$ cat config.mk
export PLATFORM = sky130hd
export DESIGN_NAME = radio_mode_ctrl
export DESIGN_NICKNAME = d
export VERILOG_FILES = /design/src/rtl/radio_mode_ctrl.sv
export SDC_FILE = /design/constraint.sdc
export NUM_CORES = 1
export LEC_CHECK = 0
export ABC_AREA = 0
export BUFFER_PORTS_ARGS = -buffer_cell sky130_fd_sc_hd__clkbuf_2
export CORE_ASPECT_RATIO = 0.9
export CORE_MARGIN = 2
export CORE_UTILIZATION = 45
export CTS_BUF_LIST = sky130_fd_sc_hd__clkbuf_8
export DETAILED_ROUTE_END_ITERATION = 6
export GPL_ROUTABILITY_DRIVEN = 1
export PLACE_DENSITY_LB_ADDON = 0.05
export SYNTH_ARGS = -nofsm -noshare
export SYNTH_HDL_FRONTEND = slang
export SYNTH_SLANG_ARGS = --single-unit
$ cat constraint.sdc
create_clock -name clk_i -period 3.4 [get_ports clk_i]
set_input_delay 0.51 -clock clk_i [delete_from_list [all_inputs] [get_ports clk_i]]
set_output_delay 0.51 -clock clk_i [all_outputs]
set_load 0.03 [all_outputs]
$ cat src/rtl/radio_mode_ctrl.sv
module radio_mode_ctrl #(
  parameter int CLK_MHZ   = 4,
  parameter int PWRUP_US  = 1500,
  parameter int SETTLE_US = 130,
  parameter int CE_MIN_US = 10
) (
  input  logic       clk_i,
  input  logic       rst_ni,
  input  logic       pwr_up_i,
  input  logic       prim_rx_i,
  input  logic       ce_i,
  input  logic       txq_empty_i,
  input  logic       rx_pkt_i,
  input  logic       tx_done_i,
  input  logic       max_rt_i,
  input  logic [2:0] flag_clr_i,
  output logic [2:0] mode_o,
  output logic       settling_o,
  output logic [2:0] irq_flags_o,
  output logic       irq_no
);
  localparam int WAKE_CYC   = CLK_MHZ * PWRUP_US;
  localparam int SETTLE_CYC = CLK_MHZ * SETTLE_US;
  localparam int CE_CYC     = CLK_MHZ * CE_MIN_US;
  localparam int MAX_CYC    = (WAKE_CYC > SETTLE_CYC) ? WAKE_CYC : SETTLE_CYC;
  localparam int CW         = $clog2(MAX_CYC) + 1;
  localparam int HW         = $clog2(CE_CYC + 1) + 1;

  typedef enum logic [2:0] {S_PD, S_WAKE, S_SB1, S_SB2, S_SETTLE, S_RX, S_TX} st_t;

  st_t           st;
  logic [CW-1:0] cnt;
  logic [HW-1:0] hi_cnt;
  logic          to_tx, from_sb2;
  logic [2:0]    set_f;

  wire armed = (hi_cnt >= HW'(CE_CYC));
  wire in_tx = (st == S_TX);

  always_ff @(posedge clk_i or negedge rst_ni) begin
    if (!rst_ni) begin
      st       <= S_PD;
      cnt      <= '0;
      hi_cnt   <= '0;
      to_tx    <= 1'b0;
      from_sb2 <= 1'b0;
    end else if (!pwr_up_i) begin
      st  <= S_PD;
      cnt <= '0;
    end else begin
      case (st)
        S_PD: begin
          st  <= S_WAKE;
          cnt <= '0;
        end
        S_WAKE:
          if (cnt == CW'(WAKE_CYC - 1)) st <= S_SB1;
          else cnt <= cnt + 1'b1;
        S_SB1, S_SB2:
          if (!ce_i) st <= S_SB1;
          else if (prim_rx_i || !txq_empty_i) begin
            st       <= S_SETTLE;
            cnt      <= '0;
            hi_cnt   <= HW'(1);
            to_tx    <= !prim_rx_i;
            from_sb2 <= (st == S_SB2);
          end else st <= S_SB2;
        S_SETTLE: begin
          if (ce_i && !armed) hi_cnt <= hi_cnt + 1'b1;
          if (!to_tx && (!ce_i || !prim_rx_i)) st <= S_SB1;
          else if (to_tx && !ce_i && !armed) st <= S_SB1;
          else if (cnt == CW'(SETTLE_CYC - 1)) st <= to_tx ? S_TX : S_RX;
          else cnt <= cnt + 1'b1;
        end
        S_RX:
          if (!ce_i || !prim_rx_i) st <= S_SB1;
        S_TX:
          if (tx_done_i || max_rt_i) st <= ce_i ? S_SB2 : S_SB1;
        default: st <= S_PD;
      endcase
    end
  end

  assign set_f[0] = rx_pkt_i && (in_tx || st == S_RX);
  assign set_f[1] = in_tx && tx_done_i && !max_rt_i;
  assign set_f[2] = in_tx && max_rt_i;

  always_ff @(posedge clk_i or negedge rst_ni) begin
    if (!rst_ni) irq_flags_o <= '0;
    else         irq_flags_o <= set_f | (irq_flags_o & ~flag_clr_i);
  end

  assign irq_no     = ~|irq_flags_o;
  assign settling_o = (st == S_WAKE) || (st == S_SETTLE);

  always_comb begin
    case (st)
      S_SB1:    mode_o = 3'd1;
      S_SB2:    mode_o = 3'd2;
      S_SETTLE: mode_o = from_sb2 ? 3'd2 : 3'd1;
      S_RX:     mode_o = 3'd3;
      S_TX:     mode_o = 3'd4;
      default:  mode_o = 3'd0;
    endcase
  end
endmodule

**After elaboration in Yosys (flattened, before gate mapping)**

Cells that the tools add are included.
W data, S select, Z words.

- Register bits after elaboration: 29

- Reduce and logical (&&, ||, !) cells: 28
- Add/subtract/negate cells: 2
- Bitwise operators: 3
- Order comparisons: 1
- Eq/ne operators: 22
- Muxes and demuxes: 26

Operators by type and width:

| cell | number |
|---|---|
| $mux W14 | 7 |
| $pmux W14 S4 | 1 |
| $mux W3 | 9 |
| $ne A3 B3 Y1 const B | 8 |
| $mux W7 | 3 |
| $pmux W3 S6 | 1 |
| $pmux W3 S5 | 1 |
| $add A14 B1 Y14 const B | 1 |
| $eq A14 B10 Y1 const B | 1 |
| $eq A14 B13 Y1 const B | 1 |
| $pmux W7 S2 | 1 |
| $eq A3 B3 Y1 const B | 3 |
| $logic_and A1 B1 Y1 | 8 |
| $reduce_and A4 Y1 | 2 |
| $add A7 B1 Y7 const B | 1 |
| $ge A7 B6 Y1 const B | 1 |
| $logic_not A1 Y1 | 7 |
| $reduce_and A7 Y1 | 1 |
| $eq A3 B2 Y1 const B | 2 |
| $ne A2 B2 Y1 const B | 3 |
| $logic_or A1 B1 Y1 | 5 |
| $ne A5 B1 Y1 const B | 1 |
| $ne A5 B5 Y1 const B | 1 |
| $reduce_and A5 Y1 | 1 |
| other kinds (11) | 12 |

**Logic depth before layout (Yosys ltp)**

- Word-level depth: 7
- Depth in mapped cells: 7

**Worst setup path after synthesis**

Ideal clock, no wire load.

- Kind: register to output
- Start: register st[0]
- End: output port mode_o[1]
- Data arrival time: 1.549 ns
- Path slack: 1.341 ns
- Path buffers: 2
- Stages on the path, launching flop included: 5
- Required time: 2.890 ns
- Cells stage by stage: dfrtp_1 > buf_2 > buf_1 > o21ai_0 > o21ai_0

- Word-level cells in the longest chain between the ends: 2
- Elaborated cells on any way between the ends: 6
- Classes of those cells: eq/ne (5); mux (1)

Ends and longest elaborated chain:

| item | RTL line | RTL |
|---|---|---|
| from (decl) | 31 | `st_t st;` |
| from (signal assigned) | 72 | `else if (cnt == CW'(SETTLE_CYC - 1)) st <= to_tx ? S_TX : S_RX;` |
| from (signal assigned) | 78 | `if (tx_done_i \|\| max_rt_i) st <= ce_i ? S_SB2 : S_SB1;` |
| $eq A3 B3 Y1 / $eq A3 B2 Y1 (equally long branches) | 97 | `case (st)` |
| $pmux W3 S5 (*) | 97 |  |
| to (decl) | 17 | `output logic [2:0] mode_o,` |

Every way passes the cells marked *; elsewhere a longest branch is shown, timed or not.

**Final worst setup path**

- Start: register st[0]
- End: register cnt[10]

- Word-level cells in the longest chain between the ends: 4
- Elaborated cells on any way between the ends: 16
- Classes of those cells: eq/ne (11); mux (2); reduce/logical (3)

Ends and longest elaborated chain:

| item | RTL line | RTL |
|---|---|---|
| $eq A3 B2 Y1 | 51 | `case (st)` |
| $reduce_or A2 Y1 | 51 |  |
| $ne A5 B1 Y1 (no line) (tied with other cells) | n/a |  |
| $reduce_and A7 Y1 (no line) / $mux W14 (equally long branches) | n/a |  |
| to (signal assigned) | 58 | `else cnt <= cnt + 1'b1;` |
| to (signal assigned) | 73 | `else cnt <= cnt + 1'b1;` |
| to (decl) | 32 | `logic [CW-1:0] cnt;` |

Parallel ways exist; a longest one is shown, timed or not.
A chain may end at the register's enable or synchronous reset.

==> metrics.md <==
| Metric | Value |
|---|---|
| Status | `complete, no violations` |
| Die area | `a little under 5000 um2` |
| Ys async rst share | `100.0%` |
| Clock share of power | `27.3%` |
| Worst Reg-to-Reg Cells | `4` |
| DRT Wirelength | `4.434 mm` |
| Register area | `725.7 um2` |
| Final ANT Viol Nets | `0` |
| Switching power | `0.4298 mW` |
| Avg WL per Cell | `15.72 um` |
| Vias in the first global route | `1665` |
| Post-CTS setup buffers | `0` |
| Synth Warn # | `0` |
| WP data required | `approximately 3.6 ns` |
| Skew-Pair Late Insertion Delay | `0.28 ns` |
| Startpoint Class | `flip-flop` |
| Grt total ovfl | `0` |
| Fin nets | `248` |
| Setup tns final | `0 ns` |
| Post-DP HPWL | `3.151 mm` |
| First-pass DRT Iterations | `4` |
| Pwr Total | `1.143 mW` |
| Port Buffers | `19` |
| Crit Path Class | `flip-flop to flip-flop` |
| Max Buffers Root-to-Sink | `2` |
| Vias per cell | `6.181` |
| Die X | `73.25 um` |
| RR Startpoint | `st[0]` |
| # rows | `22` |
| Number of I/O pins | `20` |
| Initial DRC Count | `between 150 and 200` |
| CTS clock-pin slew for the worst setup and hold paths | `0.06 ns` |
| Final Slew Violations | `0` |
| Post-CTS sizing | `0` |
| Die height | `about 66 um` |
| RR Endpoint | `cnt[10]` |
| CTS Buf Count | `5` |
| First-pass GRT wire length | `approximately 7.7 mm` |
| Most common cell after layout, fill and taps aside | `dfrtp_1` |
| Starting Density | `47.35%` |
| # fillers | `402` |
| Post-Synthesis Cell Area | `between 1500 and 2000 um2` |
| Post-synth cell types | `57` |
| Hold Path Class | `input pin to async pin` |
| Initial antenna violation count | `0` |
| Crit end category | `flip-flop` |
| Clock skew | `0.005359 ns` |
| EDFF count, synth | `0` |
| Slew margin rel. | `51.64%` |
| Max Fclk | `between 400 and 500 MHz` |
| GR Util All Layers | `between 20% and 30%` |
| Share of cells above drive strength 1 | `16.67%` |
| Most frequent cells in the layout | `29 x dfrtp_1, 21 x nand2_1, 21 x nor2_1, 19 x clkbuf_2, 12 x inv_1` |
| Leakage power | `roughly 0.98 nW` |
| RD Place Congestion | `0.8459` |
| Multi-input logic area | `1109 um2` |
| Register area share after synthesis | `37.37%` |
| Seq pwr share | `41.4%` |
| Max Cap Violations | `0` |
| Htree depth | `2` |
| Clock sinks | `29` |
| Gate power share | `between 30% and 40%` |
| Setup Viol. Count Final | `0` |
| Mapped Nets | `235` |
| Post-Syn Area per Cell | `a little under 9 um2` |
| FF+latch count, synth | `29` |
| Internal power | `0.7127 mW` |
| Max VDD drop | `0.0003914 V` |
| Critical path origin | `st[0]` |
| DR vias | `1743` |
| Clk root buf | `clkbuf_8` |
| Top fanout value on the critical path | `17` |
| Ys flop type | `dfrtp_1` |
| Mapped Cells | `220` |
| Final-report hold violation count | `0` |
| Antenna cells | `0` |
| Min cycle time layout | `2.246 ns` |
| R2r setup slk | `1.15 ns` |
| Measured slew at the worst slew-check pin | `0.7254 ns` |
| Switching Share | `37.62%` |
| Critical Path Sink | `cnt[10]` |
| WP data arrival | `2.40 ns` |
| CTS Hold Bufs | `0` |
| DRC | `0` |
| Final worst-path cycle share | `66.07%` |
| Pwr/cell area | `approximately 530 nW/um2` |
| Unrepaired setup endpoints after global routing | `no` |
| Synthesis-to-finish area growth | `10.37%` |
| Largest net degree at the start of global routing | `30` |
| CTS tree | `done` |
| Core outline area | `4101 um2` |
-- power groups by stage --
stage                     Clock [mW]  Combinational, mW  Sequential, mW
after global routing           0.338              0.401           0.485
after global placement             0              0.348           0.475
after CTS                      0.323              0.359           0.472
after detailed placement           0              0.355           0.477
after floorplan                    0              0.320           0.424
final                          0.312              0.359           0.472
-- state kept, by name (all words and copies together), names as in the netlist --
signal,count
cnt,14
from_sb2,1
hi_cnt,7
irq_flags_o,3
st,3
to_tx,1
-- worst min path at each step --
stage                   start        end  slack (ns)  cells past startpoint
finish                 rst_ni      to_tx        0.28                      1
global route           rst_ni      to_tx        0.34                      1
CTS                    rst_ni      to_tx        0.30                      1
detailed placement  hi_cnt[5]  hi_cnt[5]        0.51                      2
global placement    hi_cnt[5]  hi_cnt[5]        0.51                      2
floorplan              rst_ni     cnt[0]        0.21                      0
-- Yosys cell counts (2+ instances only) --
cell | n | share of area [%]
nor4_1 | 6 | 1.9
buf_2 | 2 | 0.52
or3_1 | 2 | 0.64
nand4_1 | 3 | 0.97
nand2b_1 | 3 | 0.97
nor2_1 | 21 | 4.1
nor3_1 | 6 | 1.5
nand3b_1 | 4 | 1.5
o211ai_1 | 4 | 1.5
o21ai_1 | 2 | 0.52
a211o_1 | 4 | 1.8
xnor2_1 | 4 | 1.8
a221o_1 | 6 | 3.1
nand2_1 | 21 | 4.1
o21ai_0 | 10 | 2.6
o31ai_1 | 2 | 0.77
nor3b_1 | 4 | 1.5
or2_1 | 2 | 0.64
and3_1 | 10 | 3.2
o311ai_1 | 2 | 0.90
nand3_1 | 9 | 2.3
dfrtp_1 | 29 | 37
o31a_1 | 2 | 0.90
clkbuf_1 | 10 | 1.9
ha_1 | 3 | 1.9
nor4b_1 | 5 | 2.3
inv_1 | 12 | 2.3
a31oi_1 | 3 | 0.97
-- routing by layer --
layer  GRT usage, %  vias up  wire length [um]
li1               -      844                 -
met2          31.19       50              1929
met3          4.116        5               203
met1          28.18      844              2256
met5              0        -                 0
met4          6.944        0                45
-- cells by family after synthesis --
kind of cell    count (synthesis)  share of synthesized area [%]
simple gates                  106                          31.90
compound gates                 49                          19.91
flops                          29                          37.37
buf+inv                        26                          5.541
xor+xnor                        5                          2.255
fa+ha+maj                       3                          1.933
mux                             2                          1.095
-- worst max-delay path: stages, from the launching register on --
cell     delay, ns
dfrtp_1       0.68
nor3b_2       0.17
a311o_2       0.56
o21a_2        0.33
a221o_1       0.37
-- final cells by class --
cell class	instances	area share, %
clock inverters	1	0.2335
flip-flops and latches	29	33.86
multi-input cells	165	51.72
inverters	12	2.102
well taps	48	2.802
clock buffers	7	4.495
repair buffers	20	4.787
-- through the flow --
step                cell area (um2)  utilization [%]  hold slack, ns  setup WS (ns)  instances
finish                         2143            52.26          0.2782          1.154        282
global route                   2143            52.26          0.3400          1.007        282
CTS                            2143            52.26          0.3044          1.170        282
detailed placement             2042            49.79          0.5142          1.146        274
global placement               2042            49.79          0.5141          1.217        274
floorplan                      1942                -          0.2144          1.341        220
Note: power is estimated with default switching activity, not from simulation.
